$ cat src/rtl/mmio_uart_pkg.sv
// Package: shared register offsets and the receive state encoding.
// Assumes byte addressing with word-aligned offsets.
package mmio_uart_pkg;
    localparam int OFF_TXDATA = 'h00;
    localparam int OFF_RXDATA = 'h04;
    localparam int OFF_TXCTRL = 'h08;
    localparam int OFF_RXCTRL = 'h0C;
    localparam int OFF_DIV    = 'h18;

    typedef enum logic [1:0] {
        RX_IDLE,
        RX_START,
        RX_DATA,
        RX_STOP
    } rx_state_e;
endpackage

$ cat src/rtl/uart_fifo.sv
// Module: synchronous first-in first-out queue.
// Assumes DEPTH is a power of two. A push while full and a pop while
// empty are both ignored. A push and a pop in the same clock are allowed.
module uart_fifo #(
    parameter int W     = 8,
    parameter int DEPTH = 8
) (
    input  logic         clk,
    input  logic         rst_n,
    input  logic         push,
    input  logic [W-1:0] din,
    input  logic         pop,
    output logic [W-1:0] head,
    output logic         full,
    output logic         empty
);
    localparam int AW = $clog2(DEPTH);

    logic [W-1:0] mem [DEPTH];
    logic [AW:0]  wp, rp;
    logic [AW:0]  count;
    logic         do_push, do_pop;

    assign count   = wp - rp;
    assign full    = (count == (AW+1)'(DEPTH));
    assign empty   = (count == '0);
    assign do_push = push && !full;
    assign do_pop  = pop && !empty;
    assign head    = mem[rp[AW-1:0]];

    // Write storage on an accepted push.
    always_ff @(posedge clk) begin
        if (do_push) mem[wp[AW-1:0]] <= din;
    end

    // Advance the pointers.
    always_ff @(posedge clk) begin
        if (!rst_n) begin
            wp <= '0;
            rp <= '0;
        end else begin
            if (do_push) wp <= wp + 1'b1;
            if (do_pop)  rp <= rp + 1'b1;
        end
    end

    AST_NO_OVERFLOW: assert property (@(posedge clk) disable iff (!rst_n)
        count <= (AW+1)'(DEPTH));
    AST_FULL_PUSH_DROPPED: assert property (@(posedge clk) disable iff (!rst_n)
        (push && full && !pop) |=> (count == (AW+1)'(DEPTH)));
    AST_EMPTY_POP_KEEPS: assert property (@(posedge clk) disable iff (!rst_n)
        (pop && empty && !push) |=> (count == '0));
endmodule

$ cat src/rtl/uart_tx_engine.sv
// Module: serial transmitter that takes bytes from the transmit queue.
// Assumes the queue head is valid whenever fifo_empty is low. A frame in
// progress finishes even if the enable drops.
module uart_tx_engine #(
    parameter int DIV_W = 16
) (
    input  logic             clk,
    input  logic             rst_n,
    input  logic             en,
    input  logic [DIV_W-1:0] div,
    input  logic             fifo_empty,
    input  logic [7:0]       fifo_data,
    output logic             pop,
    output logic             tx_o
);
    localparam int FRAME = 10;

    logic             busy;
    logic [DIV_W-1:0] cyc;
    logic [3:0]       bitn;
    logic [FRAME-1:0] sh;

    assign pop  = en && !busy && !fifo_empty;
    assign tx_o = sh[0];

    // Load a frame, then shift one bit out every div+1 clocks.
    always_ff @(posedge clk) begin
        if (!rst_n) begin
            busy <= 1'b0;
            cyc  <= '0;
            bitn <= '0;
            sh   <= '1;
        end else if (pop) begin
            busy <= 1'b1;
            cyc  <= '0;
            bitn <= '0;
            sh   <= {1'b1, fifo_data, 1'b0};
        end else if (busy) begin
            if (cyc >= div) begin
                cyc <= '0;
                sh  <= {1'b1, sh[FRAME-1:1]};
                if (bitn == 4'(FRAME-1)) busy <= 1'b0;
                else                      bitn <= bitn + 1'b1;
            end else begin
                cyc <= cyc + 1'b1;
            end
        end
    end

    AST_TX_HELD_OFF: assert property (@(posedge clk) disable iff (!rst_n)
        (!en && !busy) |=> !busy);
    AST_TX_IDLE_HIGH: assert property (@(posedge clk) disable iff (!rst_n)
        !busy |-> tx_o);
endmodule

$ cat src/rtl/uart_rx_engine.sv
// Module: oversampling serial receiver.
// Assumes rx_i is asynchronous; it is synchronised by two flops here.
// Sample interval is max(1, floor((div+1)/16)) clocks. A frame in progress
// is abandoned when the enable drops.
module uart_rx_engine
    import mmio_uart_pkg::*;
#(
    parameter int DIV_W = 16
) (
    input  logic             clk,
    input  logic             rst_n,
    input  logic             en,
    input  logic [DIV_W-1:0] div,
    input  logic             rx_i,
    output logic             push_o,
    output logic [7:0]       data_o
);
    localparam int OSW = DIV_W - 3;

    logic             s1, s2;
    logic [DIV_W:0]   per;
    logic [OSW-1:0]   os_top, os_cnt;
    logic             tick;
    rx_state_e        st;
    logic [3:0]       cnt;
    logic [2:0]       bitn;
    logic             unused_per;

    assign per        = {1'b0, div} + 1'b1;
    assign os_top     = (per[DIV_W:4] == '0) ? '0 : per[DIV_W:4] - 1'b1;
    assign tick       = (os_cnt >= os_top);
    assign unused_per = ^per[3:0];

    // Bring the line into the clock domain.
    always_ff @(posedge clk) begin
        if (!rst_n) begin
            s1 <= 1'b1;
            s2 <= 1'b1;
        end else begin
            s1 <= rx_i;
            s2 <= s1;
        end
    end

    // Free-running oversample tick divider.
    always_ff @(posedge clk) begin
        if (!rst_n || tick) os_cnt <= '0;
        else                os_cnt <= os_cnt + 1'b1;
    end

    // Frame state machine: start check at mid-bit, data, stop check.
    always_ff @(posedge clk) begin
        if (!rst_n) begin
            st     <= RX_IDLE;
            cnt    <= '0;
            bitn   <= '0;
            data_o <= '0;
            push_o <= 1'b0;
        end else begin
            push_o <= 1'b0;
            if (!en) begin
                st <= RX_IDLE;
            end else if (tick) begin
                case (st)
                    RX_IDLE: if (!s2) begin
                        st  <= RX_START;
                        cnt <= '0;
                    end
                    RX_START: if (cnt == 4'd7) begin
                        st   <= s2 ? RX_IDLE : RX_DATA;
                        cnt  <= '0;
                        bitn <= '0;
                    end else begin
                        cnt <= cnt + 1'b1;
                    end
                    RX_DATA: if (cnt == 4'd15) begin
                        cnt    <= '0;
                        data_o <= {s2, data_o[7:1]};
                        bitn   <= bitn + 1'b1;
                        if (bitn == 3'd7) st <= RX_STOP;
                    end else begin
                        cnt <= cnt + 1'b1;
                    end
                    default: if (cnt == 4'd15) begin
                        st     <= RX_IDLE;
                        push_o <= s2;
                    end else begin
                        cnt <= cnt + 1'b1;
                    end
                endcase
            end
        end
    end

    AST_RX_OFF_NO_PUSH: assert property (@(posedge clk) disable iff (!rst_n)
        !en |=> !push_o);
    AST_RX_STOP_HIGH: assert property (@(posedge clk) disable iff (!rst_n)
        push_o |-> $past(s2));
endmodule

$ cat src/rtl/mmio_uart.sv
// Module: register-mapped serial port top. It decodes the register bus,
// holds the control and divisor registers, and links the queues to the
// serial engines. Assumes single-clock strobes and that wr_i and rd_i
// are never high together.
module mmio_uart
    import mmio_uart_pkg::*;
#(
    parameter int ADDR_W     = 5,
    parameter int DIV_W      = 16,
    parameter int DIV_RESET  = 15,
    parameter int FIFO_DEPTH = 8
) (
    input  logic              clk,
    input  logic              rst_n,
    input  logic [ADDR_W-1:0] addr_i,
    input  logic [31:0]       wdata_i,
    input  logic              wr_i,
    input  logic              rd_i,
    output logic [31:0]       rdata_o,
    input  logic              rx_i,
    output logic              tx_o
);
    logic             tx_en, rx_en;
    logic [DIV_W-1:0] div_q;
    logic             tx_push, tx_pop, tx_full, tx_empty;
    logic [7:0]       tx_head;
    logic             rx_push, rx_pop, rx_full, rx_empty;
    logic [7:0]       rx_head, rx_byte;
    logic [31:0]      rd_mux;
    logic             unused_wdata;

    assign unused_wdata = ^wdata_i[31:DIV_W];
    assign tx_push = wr_i && (addr_i == ADDR_W'(OFF_TXDATA));
    assign rx_pop  = rd_i && (addr_i == ADDR_W'(OFF_RXDATA));

    // Control and divisor registers.
    always_ff @(posedge clk) begin
        if (!rst_n) begin
            tx_en <= 1'b0;
            rx_en <= 1'b0;
            div_q <= DIV_W'(DIV_RESET);
        end else if (wr_i) begin
            if (addr_i == ADDR_W'(OFF_TXCTRL)) tx_en <= wdata_i[0];
            if (addr_i == ADDR_W'(OFF_RXCTRL)) rx_en <= wdata_i[0];
            if (addr_i == ADDR_W'(OFF_DIV))    div_q <= wdata_i[DIV_W-1:0];
        end
    end

    // Read data selection.
    always_comb begin
        rd_mux = '0;
        if (addr_i == ADDR_W'(OFF_TXDATA))
            rd_mux = {tx_full, 31'b0};
        else if (addr_i == ADDR_W'(OFF_RXDATA))
            rd_mux = rx_empty ? 32'h8000_0000 : {24'b0, rx_head};
        else if (addr_i == ADDR_W'(OFF_TXCTRL))
            rd_mux = {31'b0, tx_en};
        else if (addr_i == ADDR_W'(OFF_RXCTRL))
            rd_mux = {31'b0, rx_en};
        else if (addr_i == ADDR_W'(OFF_DIV))
            rd_mux = 32'(div_q);
    end

    // Register the read result one clock after the strobe.
    always_ff @(posedge clk) begin
        if (!rst_n)    rdata_o <= '0;
        else if (rd_i) rdata_o <= rd_mux;
    end

    uart_fifo #(.W(8), .DEPTH(FIFO_DEPTH)) u_txq (
        .clk(clk), .rst_n(rst_n), .push(tx_push), .din(wdata_i[7:0]),
        .pop(tx_pop), .head(tx_head), .full(tx_full), .empty(tx_empty));

    uart_fifo #(.W(8), .DEPTH(FIFO_DEPTH)) u_rxq (
        .clk(clk), .rst_n(rst_n), .push(rx_push), .din(rx_byte),
        .pop(rx_pop), .head(rx_head), .full(rx_full), .empty(rx_empty));

    uart_tx_engine #(.DIV_W(DIV_W)) u_tx (
        .clk(clk), .rst_n(rst_n), .en(tx_en), .div(div_q),
        .fifo_empty(tx_empty), .fifo_data(tx_head), .pop(tx_pop), .tx_o(tx_o));

    uart_rx_engine #(.DIV_W(DIV_W)) u_rx (
        .clk(clk), .rst_n(rst_n), .en(rx_en), .div(div_q), .rx_i(rx_i),
        .push_o(rx_push), .data_o(rx_byte));

    AST_RX_FULL_KEEPS: assert property (@(posedge clk) disable iff (!rst_n)
        (rx_push && rx_full && !rx_pop) |=> rx_full);
endmodule

$ cat config.mk
export PLATFORM = sky130hd
export DESIGN_NAME = mmio_uart
export DESIGN_NICKNAME = d
export VERILOG_FILES = /design/src/rtl/mmio_uart_pkg.sv /design/src/rtl/uart_fifo.sv /design/src/rtl/uart_tx_engine.sv /design/src/rtl/uart_rx_engine.sv /design/src/rtl/mmio_uart.sv
export SDC_FILE = /design/constraint.sdc
export NUM_CORES = 1
export LEC_CHECK = 0
export ABC_AREA = 1
export CORE_AREA = 2 2 224 116
export DETAILED_ROUTE_END_ITERATION = 7
export DIE_AREA = 0 0 226 118
export GPL_ROUTABILITY_DRIVEN = 0
export PLACE_DENSITY = 0.81
export SLEW_MARGIN = 5
export SYNTH_ARGS = -nofsm -noshare
export SYNTH_HDL_FRONTEND = slang
export SYNTH_SLANG_ARGS = --single-unit
$ cat constraint.sdc
create_clock -name clk -period 2.8 [get_ports clk]
set_input_delay 0.56 -clock clk [delete_from_list [all_inputs] [get_ports clk]]
set_output_delay 0.56 -clock clk [all_outputs]
set_load 0.02 [all_outputs]
==> After elaboration in Yosys (flattened, before gate mapping) <==
Memory sizes are Yosys's and may differ from the RTL's. A register that Yosys moved wholly into a read port is not among the register bits.
Cells that the tools add are included.
{ "op_classes": {"add_sub_neg": 13, "n_reduce_logical": 36, "n_mul": 0, "eq_ne": 17, "muxes": 38, "n_bitwise": 5, "order_cmp": 2, "div_mod_pow": 0, "shift": 0} }
{ "op_table": {"columns": ["op", "count"], "rows": [
  ["32-bit two-way mux", 3],
  ["16-bit two-way mux", 4],
  ["9-bit two-way mux", 3],
  ["4-bit by 1-bit adder with 4-bit output, second input constant", 6],
  ["3-bit two-way mux", 6],
  ["16-bit by 1-bit adder with 17-bit output, second input constant", 1],
  ["16-bit by 1-bit adder with 16-bit output, second input constant", 1],
  ["4-bit equality test, second input constant", 4],
  ["16-bit greater-or-equal comparator", 1],
  ["4-bit two-way mux", 4],
  ["13-bit by 1-bit adder with 13-bit output, second input constant", 1],
  ["13-bit greater-or-equal comparator", 1],
  ["13-bit logical NOT", 1],
  ["13-bit two-way mux", 1],
  ["13-bit by 1-bit subtractor with 13-bit output, second input constant", 1],
  ["2-bit two-way mux", 6],
  ["4-bit case mux with 3 select lines", 1],
  ["5-bit by 4-bit equality test with 1-bit output, second input constant", 2],
  ["2-bit AND reduction", 5],
  ["1-bit logical AND", 8],
  ["4-bit logical NOT", 2],
  ["1-bit two-way mux", 8],
  ["4-bit AND reduction", 2],
  ["4-bit subtractor", 2],
  ["24 further kinds", 37]
]} }
{ "totals": {"memories": 2, "ramBits": 128, "output_inout_bits": 33, "latch_bits": 0, "mem_bits_ro": 0, "regBits": 129, "in_bits": 42} }
{ "memory_table": {"columns": ["name", "depth", "width", "read_ports", "rd_clocked_by_memory_dff", "write_ports", "line", "text"], "rows": [
  ["u_rxq.mem", 8, 8, 1, 1, 1, "uart_fifo.sv:19", "logic [W-1:0] mem [DEPTH];"],
  ["u_txq.mem", 8, 8, 1, 1, 1, "uart_fifo.sv:19", null]
]} }

==> Logic depth before layout (Yosys ltp) <==
Gate-level depths: netlist (run 1).
{ "depth": {"word_depth": 7, "ltp_mapped": 24, "ltp_nobuf": 24} }

==> Cells and area by module <==
A second synthesis (run 1) with hierarchy kept.
{ "unflattened": {"cells_unflattened": 1489, "area_unflattened_um2": 12741.0} }
{ "by_module_without_submodules": {"columns": ["module", "cells_each", "area_per_inst_um2", "n_inst"], "rows": [
  ["uart_fifo", 300, 3278.1, 2],
  ["uart_rx_engine", 407, 2625.0, 1],
  ["uart_tx_engine", 260, 1869.3, 1],
  ["mmio_uart", 222, 1690.4, 1]
]} }

==> Worst setup path before layout (run 1) <==
No wires, ideal clock.
{ "synth_timing": {"path_kind": "flip-flop to flip-flop", "from": "reg div_q[0]", "to": "reg u_rx.cnt[1]", "path_stages_with_launch": 22, "path_slack_ns": -0.139, "t_arrival_ns": 2.821, "setup_ns": 0.118, "path_cell_list": "dfxtp_1 > nand2_2 > nor2_8 > nor2_1 > nor2_1 > inv_1 > ha_1 > nand2_2 > nor3_2 > nand3_2 > buf_6 > nand3_2 > ha_1 > nand2_1 > nor2_1 > o21ai_0 > nand3_1 > nand2_1 > nand2_1 > nand3_1 > o21ai_1 > nor2_1"} }
{ "synth_via": {"elab_chain_len": 5, "elab_cells_between_ends": 6, "classes_between": "add/sub (2); order compare (1); mux (1); reduce/logical (2)"} }
{ "synth_rtl": {"columns": ["element", "line", "text"], "rows": [
  ["start, declared", "mmio_uart.sv:24", "logic [DIV_W-1:0] div_q;"],
  ["start signal, assigned", "mmio_uart.sv:41", "div_q <= DIV_W'(DIV_RESET);"],
  ["start signal, assigned", "mmio_uart.sv:45", "if (addr_i == ADDR_W'(OFF_DIV)) div_q <= wdata_i[DIV_W-1:0];"],
  ["16-bit by 1-bit adder with 17-bit output *", "uart_rx_engine.sv:29", "assign per = {1'b0, div} + 1'b1;"],
  ["13-bit by 1-bit subtractor with 13-bit output or 13-bit logical NOT (tied branches)", "uart_rx_engine.sv:30", "assign os_top = (per[DIV_W:4] == '0) ? '0 : per[DIV_W:4] - 1'b1;"],
  ["13-bit two-way mux *", "uart_rx_engine.sv:30", null],
  ["13-bit greater-or-equal comparator *", "uart_rx_engine.sv:31", "assign tick = (os_cnt >= os_top);"],
  ["4-bit AND reduction (no line) *", null, null],
  ["end signal, assigned", "uart_rx_engine.sv:74", "cnt <= cnt + 1'b1;"],
  ["end signal, assigned", "uart_rx_engine.sv:82", "cnt <= cnt + 1'b1;"],
  ["end signal, assigned", "uart_rx_engine.sv:88", "cnt <= cnt + 1'b1;"],
  ["end, declared", "uart_rx_engine.sv:25", "logic [3:0] cnt;"]
]} }
Every way passes the cells marked *; elsewhere a longest branch is shown, timed or not.
A chain may end at the register's enable or synchronous reset.

==> Final worst setup path (run 1) <==
{ "layout_timing": {"from": "reg div_q[2]", "to": "reg u_rx.data_o[0]"} }
{ "layout_via": {"elab_chain_len": 5, "elab_cells_between_ends": 6, "classes_between": "add/sub (2); order compare (1); mux (1); reduce/logical (2)"} }
{ "layout_rtl": {"columns": ["element", "line", "text"], "rows": [
  ["16-bit by 1-bit adder with 17-bit output *", "uart_rx_engine.sv:29", null],
  ["13-bit by 1-bit subtractor with 13-bit output or 13-bit logical NOT (tied branches)", "uart_rx_engine.sv:30", null],
  ["13-bit two-way mux *", "uart_rx_engine.sv:30", null],
  ["13-bit greater-or-equal comparator *", "uart_rx_engine.sv:31", null],
  ["4-bit AND reduction (no line) *", null, null],
  ["end signal, assigned", "uart_rx_engine.sv:78", "data_o <= {s2, data_o[7:1]};"],
  ["end, declared", "uart_rx_engine.sv:16", "output logic [7:0] data_o"]
]} }
Marks and branches as above.

==> metrics.md, run 1 <==
| Metric | Value |
|---|---|
| Area delta synth->final | `20.6%` |
| Yosys reg bits | `248` |
| Starting Density | `0.492` |
| Slew headroom | `0.383` |
| Final hold viol count | `0` |
| Slew @ Worst Pin | `0.924 ns` |
| Grt total ovfl | `0` |
| Worst setup SP type | `register` |
| Leakage power | `5.83 nW` |
| Post-synth top area share | `0.317` |
| Setup crit end kind | `register` |
| First-pass GRT wire length | `51.0 mm` |
| Final worst path period share | `1.10` |
| Outcome | `finished, violations left` |
| P_int | `5.90 mW` |
| Mapped cell area | `12100 µm²` |
| Pin count of the biggest net entering global routing | `39` |
| Drt drc | `0` |
| Mapped Cells | `1410` |
| Worst-path clk slew | `0.07 ns` |
| Setup Total Neg Slack | `-6.01 ns` |
| CTS tree | `done` |
| Die width | `226 µm` |
| Crit-path max FO | `7` |
| Post-DRT Antenna Nets | `0` |
| Final Net Count | `1631` |
| CTS Buffer Depth | `3` |
| Drt first pass iters | `6` |
| Placed Cells | `1845` |
| Worst clock skew | `0.00911 ns` |
| Ys flop type | `edfxtp_1` |
| Comb pwr share | `0.075` |
| Mux cell area share after synthesis | `0` |
| Asr flop ratio synth | `0` |
| H-tree levels | `1` |
| Core Util, Final | `0.593` |
| Total die area | `26700 µm²` |
| Row cnt | `41` |
| Synth area leaders | `edfxtp_1 (32%), dfxtp_1 (20%), nand2_1 (9.5%)` |
| Achievable Freq | `325 MHz` |
| Routed WL per cell | `16.9 µm` |
| Power share of the clock group | `0.426` |
| Area share of fa/ha/maj cells after synthesis | `0.0536` |
| Min-delay worst type | `reg2reg` |
| Layout Cells excl Fill | `1900` |
| P_sw | `1.80 mW` |
| Peak VDD IR | `0.520 mV` |
| Routed Wire Length | `32.1 mm` |
| I/O Buffers | `43` |
| Fin crit period | `3.08 ns` |
| IO Pins | `75` |
| Post-synth EDFFs | `128` |
| Pwr Density | `527 nW/µm²` |
| Initial antenna violation count | `2` |
| Compound-cell area share of the yosys netlist | `0.0941` |
| Via count | `10431` |
| Ratio of cells with drive above 1 in the final layout | `0.157` |
| XOR/XNOR Fraction of Synth Area | `0.0166` |
| Slew Viols, Final | `0` |
| CP arrival | `3.47 ns` |
| WP data required | `3.20 ns` |
| Post-Syn Area per Cell | `8.61 µm²` |
| Clock sinks | `248` |
| Crit Path Class | `reg2reg` |
| RSZ-0062 raised after global routing | `yes` |
| CTS root buf | `clkbuf_16` |
| Hold_buf cts | `0` |
| Post-synthesis sequential area ratio | `0.514` |
| Die Y | `118 µm` |
| Worst skew pair latency | `0.53 ns` |
| Total chip power | `7.71 mW` |
| Number of DRC markers in iteration 0 | `1235` |
| Finish-stage setup viols | `31` |
| Yosys warns | `0` |
| Main combinational cell family by area after synthesis | `simple AND/OR/NAND/NOR gates` |
| Failing checks | `setup timing` |
| TritonCTS Buffers | `24` |
| Pre-CTS setup slack | `-0.342 ns` |
| Final worst slack | `-0.278 ns` |
| Max-Cap Viols | `0` |
| Sw Share | `0.234` |
| DP Wirelength | `22.7 mm` |
| Synth cell types | `43` |
| Register share of total power | `0.498` |
| Gr usage total | `0.242` |
| Vias per std cell | `5.49` |
| Yosys top cell by area | `edfxtp_1` |
| Vias in the first global route | `9745` |
| Simple-gate share of the synthesized area | `0.260` |
| Core area | `24700 µm²` |
## critical path, cell delays in order (launching register included)
cell and delay [ns]:
dfxtp_2 0.39, nand2_2 0.11, nor2_4 0.14, buf_4 0.12
buf_4 0.11, nand3_1 0.06, nand2_1 0.06, nand2_1 0.10
nand2_2 0.12, nor2_4 0.04, nand3_2 0.13, buf_6 0.16
nand3_1 0.09, ha_1 0.30, nand2_2 0.11, o21bai_1 0.11
nand2_1 0.10, a21oi_4 0.21, buf_6 0.15, nand2_4 0.07
buf_6 0.12, nand4_1 0.07, a21oi_1 0.08
## cell usage in the layout (no fill, tap or decap), types with 4 or more instances in the layout
cell,netlist,layout
clkdlybuf4s50_1,0,43
nor2_4,2,6
nand4_1,42,42
a21oi_1,100,98
buf_6,1,8
nand3_2,10,12
nand2_4,2,11
or2_2,4,4
dfxtp_1,120,109
edfxtp_1,128,128
o21ai_0,92,88
nor2_1,152,148
dfxtp_2,0,6
o21ai_1,2,4
xor2_1,11,11
buf_4,15,97
nand2_1,306,296
clkinvlp_4,0,4
xnor2_1,12,12
nor3_2,1,4
clkbuf_1,34,6
conb_1,1,15
nand3_1,106,101
nand2_2,19,21
nor2_2,9,9
nor3_1,26,23
nand3_4,1,4
dfxtp_4,0,5
ha_1,52,49
inv_1,110,108
clkbuf_16,0,25
o211ai_1,14,14
inv_2,2,4
## worst paths after layout
path / from / to / slack [ns] / cells after the start
worst max register to register: div_q[2]$_SDFFE_PN1P_ / u_rx.data_o[0]$_SDFFE_PN0P_ / -0.28 / 22
worst min-delay path: u_rx.s1$_SDFF_PN1_ / u_rx.s2$_SDFF_PN1_ / 0.43 / 1
worst max-delay path: div_q[2]$_SDFFE_PN1P_ / u_rx.data_o[0]$_SDFFE_PN0P_ / -0.28 / 22
worst min register to register: u_rx.s1$_SDFF_PN1_ / u_rx.s2$_SDFF_PN1_ / 0.43 / 1
## sequential cells by signal (all words and copies together), names as in the netlist, 2 cells and up, named ones only
name         cells
div_q           16
rdata_o         17
u_rx.bitn        3
u_rx.cnt         4
u_rx.data_o      8
u_rx.os_cnt     13
u_rx.st          2
u_rxq.mem       64
u_rxq.rp         4
u_rxq.wp         4
u_tx.bitn        4
u_tx.cyc        16
u_tx.sh          9
u_txq.mem       64
u_txq.rp         4
u_txq.wp         4
## power groups by stage
stage	sequential (mW)	combinational, mW	clock, mW
6_report	3.84	0.581	3.29
5_1_grt	3.84	0.628	3.47
4_1_cts	3.84	0.544	3.32
3_5_place_dp	3.92	0.458	0
3_3_place_gp	3.92	0.445	0
2_1_floorplan	3.93	0.274	0
## synth_stat cells, types with 2 or more instances
cell and instances:
nor2_2 9, nor2_8 2, or2_2 4, inv_2 2
nand3_2 10, nor2_1 152, nand2_1 306, nand3b_1 3
nand2_2 19, nand4_1 42, buf_2 10, xnor2_1 12
nor2_4 2, inv_1 110, dfxtp_1 120, nand3_1 106
a21oi_1 100, clkbuf_1 34, o21ai_0 92, o21ai_1 2
edfxtp_1 128, buf_1 3, buf_4 15, a31oi_1 2
o21a_1 2, o211ai_1 14, nor3b_1 4, nand4_2 2
o21bai_1 2, xor2_1 11, ha_1 52, nand2_4 2
nor3_1 26
## layer usage
layer | wire [µm] | vias to the layer above | track usage
li1 | - | 4995 | -
met1 | 15000 | 4942 | 0.373
met2 | 12900 | 440 | 0.333
met3 | 3520 | 54 | 0.0627
met4 | 698 | 0 | 0.0621
met5 | 0 | - | 0
## cells by family after synthesis
kind of cell    Yosys count
xor+xnor                 23
flops                   248
other cells               1
simple gates            694
fa+ha+maj                52
compound gates          216
buf+inv                 176
## timing repair
item,CTS,global route
pin swaps,25,9
buffers inserted,8,1
setup endpoints to repair,31,64
gates cloned,1,0
resized for setup,43,30
hold endpoints to repair,0,0
## area by class of cell
class	count	area [µm²]
Fill cell	2024	10000
Sequential cell	248	6270
Multi-Input combinational cell	1001	5450
Timing Repair Buffer	149	1270
Clock buffer	32	662
Tap cell	344	430
Inverter	113	424
Clock inverter	12	125
Antenna cell	1	2.50
## metrics by stage
step                      hold WS, ns  cell area [µm²]
after floorplan                 0.393            12200
final                           0.431            14600
after CTS                       0.428            14500
after global placement          0.404            13500
after global routing            0.440            14600
after detailed placement        0.399            13500
Note: power is estimated with default switching activity, not from simulation.
==> run 2, diff against run 1 <==
--- a/config.mk
+++ b/config.mk
@@ -6,11 +6,13 @@
 export NUM_CORES = 1
 export LEC_CHECK = 0
 export ABC_AREA = 1
-export CORE_AREA = 2 2 224 116
+export CELL_PAD_IN_SITES_DETAIL_PLACEMENT = 1
+export CELL_PAD_IN_SITES_GLOBAL_PLACEMENT = 1
+export CORE_AREA = 2 2 247 127
 export DETAILED_ROUTE_END_ITERATION = 7
-export DIE_AREA = 0 0 226 118
+export DIE_AREA = 0 0 249 129
 export GPL_ROUTABILITY_DRIVEN = 0
-export PLACE_DENSITY = 0.81
+export PLACE_DENSITY = 0.85
 export SLEW_MARGIN = 5
 export SYNTH_ARGS = -nofsm -noshare
 export SYNTH_HDL_FRONTEND = slang
==> run 2 against run 1 <==
The flow still finishes with violations (setup timing). Global-route usage increased by 0.18 points. Critical path depth decreased by 2. Combinational power increased by 30%. Hold slack got worse by 0.013 ns. Sequential share of layout area decreased by 1.4 points. Critical path type unchanged. Setup slack got worse by 0.24 ns. Largest cell class unchanged. Register-to-register slack got worse by 0.24 ns. Via count increased by 3.7%.
==> metrics.md, run 2 (synthesized netlist as in run 1, its figures left out) <==
| Metric | Value |
|---|---|
| DP Wirelength | `27.3 mm (was 22.7 mm)` |
| Cell depth of the worst hold path | `1 (unchanged)` |
| CTS Buffer Depth | `3 (unchanged)` |
| Commonest cells after routing, fill and taps aside | `nand2_1 (282), nor2_1 (135), edfxtp_1 (128) (was nand2_1 (296), nor2_1 (148), edfxtp_1 (128))` |
| Via count | `10813 (was 10431)` |
| Most common cell after layout, fill and taps aside | `nand2_1 (unchanged)` |
| Pre-CTS setup slack | `-0.436 ns (was -0.342 ns)` |
| CTS tree | `done (unchanged)` |
| Reg2Reg Depth | `20 (was 22)` |
| Final hold viol count | `0 (unchanged)` |
| Slew headroom | `0.466 (was 0.383)` |
| Leakage power | `5.96 nW (was 5.83 nW)` |
| WP data required | `3.23 ns (was 3.20 ns)` |
| Achievable Freq | `302 MHz (was 325 MHz)` |
| Total chip power | `8.16 mW (was 7.71 mW)` |
| Layout Cells excl Fill | `1969 (was 1900)` |
| GR met1 Demand/Resource | `0.347 (was 0.373)` |
| Crit Path Class | `reg2reg (unchanged)` |
| Worst skew pair latency | `0.56 ns (was 0.53 ns)` |
| Initial antenna violation count | `1 (was 2)` |
| Worst-path clk slew | `0.07 ns (about the same)` |
| Final worst slack | `-0.517 ns (was -0.278 ns)` |
| TritonCTS Buffers | `24 (unchanged)` |
| Grt met3 use | `0.0481 (was 0.0627)` |
| Grt total ovfl | `0 (unchanged)` |
| Min-delay worst type | `reg2reg (unchanged)` |
| Reg2reg end | `u_rx.data_o[6]$_SDFFE_PN0P_ (was u_rx.data_o[0]$_SDFFE_PN0P_)` |
| IO Pins | `75 (unchanged)` |
| Met2 usage | `0.383 (was 0.333)` |
| Total die area | `32100 µm² (was 26700 µm²)` |
| Routed WL per cell | `20.8 µm (was 16.9 µm)` |
| Die width | `249 µm (was 226 µm)` |
| R2R Path Start | `div_q[5]$_SDFFE_PN0P_ (was div_q[2]$_SDFFE_PN1P_)` |
| H-tree levels | `1 (unchanged)` |
| Worst clock skew | `0.0270 ns (was 0.00911 ns)` |
| CP arrival | `3.75 ns (was 3.47 ns)` |
| Final worst path period share | `1.18 (was 1.10)` |
| Gr usage total | `0.244 (was 0.242)` |
| Pwr Density | `538 nW/µm² (was 527 nW/µm²)` |
| Placed Cells | `1905 (was 1845)` |
| Setup crit end kind | `register (unchanged)` |
| HP Start | `u_rx.s1$_SDFF_PN1_ (unchanged)` |
| Core area | `29900 µm² (was 24700 µm²)` |
| Most Crowded Layer GR | `met2 (was met1)` |
| Number of DRC markers in iteration 0 | `830 (was 1235)` |
| Starting Density | `0.406 (was 0.492)` |
| Ratio of cells with drive above 1 in the final layout | `0.196 (was 0.157)` |
| I/O Buffers | `43 (unchanged)` |
| Pin count of the biggest net entering global routing | `33 (was 39)` |
| Core Util, Final | `0.507 (was 0.593)` |
| Failing checks | `setup timing (unchanged)` |
| Hold Path Sink | `u_rx.s2$_SDFF_PN1_ (unchanged)` |
| Final Net Count | `1645 (was 1631)` |
| Area delta synth->final | `24.8% (was 20.6%)` |
| Peak VDD IR | `0.396 mV (was 0.520 mV)` |
| Routed Wire Length | `40.9 mm (was 32.1 mm)` |
| Slew Viols, Final | `0 (unchanged)` |
| Clock sinks | `248 (unchanged)` |
| Drt first pass iters | `5 (was 6)` |
| Drt drc | `0 (unchanged)` |
| Worst setup SP type | `register (unchanged)` |
| Max-Cap Viols | `0 (unchanged)` |
| Finish-stage setup viols | `31 (unchanged)` |
| CTS root buf | `clkbuf_16 (unchanged)` |
| Fin crit period | `3.32 ns (was 3.08 ns)` |
| Outcome | `finished, violations left (unchanged)` |
| RSZ-0062 raised after global routing | `yes (unchanged)` |
| Slew @ Worst Pin | `0.800 ns (was 0.924 ns)` |
| Die Y | `129 µm (was 118 µm)` |
| Setup slack, reg-to-reg | `-0.52 ns (was -0.28 ns)` |
| Post-DRT Antenna Nets | `0 (unchanged)` |
| First-pass GRT wire length | `61.3 mm (was 51.0 mm)` |
| Crit-path max FO | `8 (was 7)` |
| Vias per std cell | `5.49 (about the same)` |
| Vias in the first global route | `10953 (was 9745)` |
| Row cnt | `45 (was 41)` |
-- run 2: per-stage QoR --
| step | instance area [µm²] | hold slack [ns] | setup TNS (ns) |
|---|---|---|---|
| 2_1_floorplan | 12200 | 0.393 | 0 |
| 3_3_place_gp | 13600 | 0.395 | -7.44 |
| 3_5_place_dp | 13600 | 0.406 | -10.69 |
| 4_1_cts | 14800 | 0.421 | -7.88 |
| 5_1_grt | 15100 | 0.451 | -17.02 |
| 6_report | 15100 | 0.418 | -13.84 |
-- run 2: worst max-delay path: stages (launching register included) --
cell	delay, ns
dfxtp_2	0.38
buf_4	0.14
nand2_1	0.10
nor2_1	0.26
nand4_1	0.18
nand2_1	0.15
nand2_1	0.10
nor2_2	0.15
nand3_2	0.15
buf_4	0.18
nand2_2	0.06
ha_1	0.16
nand2_1	0.12
nor2_2	0.21
o21ai_2	0.10
nand3_2	0.13
nand2_4	0.12
nand2_4	0.14
nand3_4	0.15
nand2_2	0.16
a21oi_2	0.06
-- run 2: routing by layer --
layer | vias up | share of wire
li1 | 5029 | -
met1 | 5381 | 0.47
met2 | 310 | 0.45
met3 | 93 | 0.063
met4 | 0 | 0.026
met5 | - | 0
-- run 2: worst max-delay path by stage --
stage,start,to,slack (ns)
floorplan,div_q[0]$_SDFFE_PN1P_,u_rx.data_o[5]$_SDFFE_PN0P_,0.02
global placement,div_q[9]$_SDFFE_PN0P_,u_rx.os_cnt[2]$_SDFF_PP0_,-0.29
detailed placement,div_q[9]$_SDFFE_PN0P_,u_rx.cnt[1]$_SDFFE_PN0P_,-0.44
CTS,div_q[3]$_SDFFE_PN1P_,u_rx.os_cnt[11]$_SDFF_PP0_,-0.29
global route,div_q[5]$_SDFFE_PN0P_,u_rx.os_cnt[11]$_SDFF_PP0_,-0.61
finish,div_q[5]$_SDFFE_PN0P_,u_rx.data_o[6]$_SDFFE_PN0P_,-0.52
-- run 2: repair_timing --
action,CTS,global route
setup buffers,9,9
endpoints found under the setup margin,31,31
cloned,1,0
resized for setup,77,64
hold buffers,0,0
pin swaps,42,20
-- run 2: power by group --
part	total (mW)	switching [mW]	internal [mW]
logic	0.756	0.449	0.307
clock network	3.56	1.51	2.05
registers	3.84	0.0301	3.81
total	8.16	1.99	6.17
-- run 2: layout make-up --
| class | instances | area, µm² |
|---|---|---|
| timing repair buffer | 163 | 1380 |
| inverter | 113 | 427 |
| fill | 3433 | 14700 |
| sequential | 248 | 6270 |
| clock inverter | 16 | 220 |
| tap | 399 | 499 |
| multi-input combinational | 1001 | 5730 |
| antenna | 1 | 2.50 |
| clock buffer | 28 | 616 |
==> run 3, diff against run 2 <==
--- a/config.mk
+++ b/config.mk
@@ -12,7 +12,7 @@
 export DETAILED_ROUTE_END_ITERATION = 7
 export DIE_AREA = 0 0 249 129
 export GPL_ROUTABILITY_DRIVEN = 0
-export PLACE_DENSITY = 0.85
+export PLACE_DENSITY = 0.75
 export SLEW_MARGIN = 5
 export SYNTH_ARGS = -nofsm -noshare
 export SYNTH_HDL_FRONTEND = slang
==> run 3 against run 2 <==
The run still ends with setup timing left. Maximum frequency rose by 7.8%. Sequential share of layout area fell by 0.13 points. Routed wire length fell by 7.1%. Utilization rose by 0.12 points. Register-to-register slack improved by 0.24 ns. Clock skew fell by 0.0040 ns. Sequential power barely moved. Total power fell by 1.7%.
==> metrics.md, run 3 (synthesized netlist as in run 1, its figures left out) <==
| Metric | Value |
|---|---|
| RSZ-0062 raised after global routing | `yes (unchanged)` |
| Initial antenna violation count | `2 (was 1)` |
| Slew @ Worst Pin | `0.933 ns (was 0.800 ns)` |
| Filler cell count | `3479 (was 3433)` |
| CP startpoint | `div_q[0]$_SDFFE_PN1P_ (was div_q[5]$_SDFFE_PN0P_)` |
| Vias in the first global route | `10609 (was 10953)` |
| WP data required | `3.20 ns (was 3.23 ns)` |
| Worst skew pair latency | `0.54 ns (was 0.56 ns)` |
| Vias per std cell | `5.30 (was 5.49)` |
| Worst clock skew | `0.0230 ns (was 0.0270 ns)` |
| Crit path to | `u_rx.data_o[2]$_SDFFE_PN0P_ (was u_rx.data_o[6]$_SDFFE_PN0P_)` |
| I/O Buffers | `43 (unchanged)` |
| Outcome | `finished, violations left (unchanged)` |
| Peak VDD IR | `0.437 mV (was 0.396 mV)` |
| Most common cell after layout, fill and taps aside | `nand2_1 (unchanged)` |
| Max-Cap Viols | `0 (unchanged)` |
| Slew headroom | `0.377 (was 0.466)` |
| Pwr Density | `528 nW/µm² (was 538 nW/µm²)` |
| Area delta synth->final | `25.1% (was 24.8%)` |
| Drt drc | `0 (unchanged)` |
| Final Net Count | `1645 (unchanged)` |
| Pre-CTS setup slack | `-0.536 ns (was -0.436 ns)` |
| R2R Path Start | `div_q[0]$_SDFFE_PN1P_ (was div_q[5]$_SDFFE_PN0P_)` |
| Pin count of the biggest net entering global routing | `43 (was 33)` |
| Routed WL per cell | `19.3 µm (was 20.8 µm)` |
| IO Pins | `75 (unchanged)` |
| Starting Density | `0.406 (unchanged)` |
| Hold_buf cts | `0 (unchanged)` |
| Setup Total Neg Slack | `-7.01 ns (was -13.84 ns)` |
| DP Wirelength | `27.1 mm (was 27.3 mm)` |
| Slew Viols, Final | `0 (unchanged)` |
| Reg2reg end | `u_rx.data_o[2]$_SDFFE_PN0P_ (was u_rx.data_o[6]$_SDFFE_PN0P_)` |
| CTS root buf | `clkbuf_16 (unchanged)` |
| Routed Wire Length | `38.1 mm (was 40.9 mm)` |
| Commonest cells after routing, fill and taps aside | `nand2_1 (281), nor2_1 (139), edfxtp_1 (128) (was nand2_1 (282), nor2_1 (135), edfxtp_1 (128))` |
| Hold slack | `0.414 ns (was 0.418 ns)` |
| Final worst path period share | `1.10 (was 1.18)` |
| Ratio of cells with drive above 1 in the final layout | `0.194 (was 0.196)` |
| CP arrival | `3.48 ns (was 3.75 ns)` |
| Leakage power | `5.95 nW (was 5.96 nW)` |
| Final hold viol count | `0 (unchanged)` |
| CTS Buffer Depth | `3 (unchanged)` |
| Total die area | `32100 µm² (unchanged)` |
| Failing checks | `setup timing (unchanged)` |
| Via count | `10435 (was 10813)` |
| Layout Cells excl Fill | `1970 (was 1969)` |
| Core area | `29900 µm² (unchanged)` |
| Placed Cells | `1906 (was 1905)` |
| Drt first pass iters | `6 (was 5)` |
| Clock sinks | `248 (unchanged)` |
| Row cnt | `45 (unchanged)` |
| Grt total ovfl | `0 (unchanged)` |
| Crit Path Class | `reg2reg (unchanged)` |
| Post-DRT Antenna Nets | `0 (unchanged)` |
| Die width | `249 µm (unchanged)` |
| Fin crit period | `3.08 ns (was 3.32 ns)` |
| Setup crit end kind | `register (unchanged)` |
| Number of DRC markers in iteration 0 | `798 (was 830)` |
| Crit-path max FO | `7 (was 8)` |
| CTS tree | `done (unchanged)` |
| Min-delay worst type | `reg2reg (unchanged)` |
| Gr usage total | `0.236 (was 0.244)` |
| Achievable Freq | `325 MHz (was 302 MHz)` |
| Die Y | `129 µm (unchanged)` |
| Final worst slack | `-0.275 ns (was -0.517 ns)` |
| TritonCTS Buffers | `25 (was 24)` |
| Worst-path clk slew | `0.07 ns (about the same)` |
| Worst setup SP type | `register (unchanged)` |
| First-pass GRT wire length | `59.1 mm (was 61.3 mm)` |
| Finish-stage setup viols | `31 (unchanged)` |
| Reg2Reg Depth | `21 (was 20)` |
| H-tree levels | `1 (unchanged)` |
| Setup slack, reg-to-reg | `-0.28 ns (was -0.52 ns)` |
[run 3: report_power, final]
part           switching (mW)  internal (mW)
Combinational           0.415          0.365
Clock                    1.48           1.91
Sequential             0.0295           3.82
[run 3: how the worst min path moves through the flow]
| stage | cells after the start | to | startpoint | slack [ns] |
|---|---|---|---|---|
| CTS | 1 | u_rx.s2$_SDFF_PN1_ | u_rx.s1$_SDFF_PN1_ | 0.41 |
| global placement | 1 | u_rx.s2$_SDFF_PN1_ | u_rx.s1$_SDFF_PN1_ | 0.40 |
| global route | 1 | u_rx.s2$_SDFF_PN1_ | u_rx.s1$_SDFF_PN1_ | 0.44 |
| detailed placement | 1 | u_rx.s2$_SDFF_PN1_ | u_rx.s1$_SDFF_PN1_ | 0.40 |
| floorplan | 1 | u_rx.s2$_SDFF_PN1_ | u_rx.s1$_SDFF_PN1_ | 0.39 |
| finish | 1 | u_rx.s2$_SDFF_PN1_ | u_rx.s1$_SDFF_PN1_ | 0.41 |
[run 3: layout make-up]
class	count	area (µm²)	area share
Sequential cell	248	6270	0.413
Tap cell	399	499	0.0329
Clock inverter	13	125	0.00824
Timing Repair Buffer	163	1460	0.0963
Clock buffer	32	682	0.0449
Multi-Input combinational cell	1000	5710	0.376
Inverter	113	427	0.0281
Antenna cell	2	5.00	0.000330
[run 3: critical path: stages, from the launching register on]
cell and delay [ns]:
dfxtp_4 0.40, nand2_4 0.08, nor2_8 0.17, buf_4 0.15, nand3_4 0.09, nand2_4 0.13
nand2_2 0.08, buf_4 0.13, nor2_2 0.09, nand4_1 0.20, nand3_2 0.15, ha_1 0.24
nand2_1 0.08, nand2_1 0.05, nand3_1 0.07, nand2_1 0.07, a21oi_2 0.21, nand2_4 0.11
buf_12 0.15, buf_12 0.12, nand4_1 0.07, a21oi_1 0.08
[run 3: what timing repair did]
action	4_1_cts	5_1_grt
pin swaps	23	42
setup endpoints to repair	31	63
setup buffers	12	4
resized for setup	58	85
gates cloned	1	0
[run 3: metrics by stage]
stage / util / instance area [µm²] / total power, mW
final: 0.508 / 15200 / 8.02
after detailed placement: 0.457 / 13700 / 4.48
after floorplan: - / 12200 / 4.20
after CTS: 0.495 / 14800 / 8.01
after global placement: 0.457 / 13700 / 4.45
after global routing: 0.508 / 15200 / 8.29
[run 3: metal layers]
metal  part of all wire  vias up  GRT usage
li1                   -     5033          -
met1               0.51     5171      0.360
met2               0.42      194      0.349
met3              0.056       37     0.0411
met4              0.014        0     0.0446
met5                  0        -          0
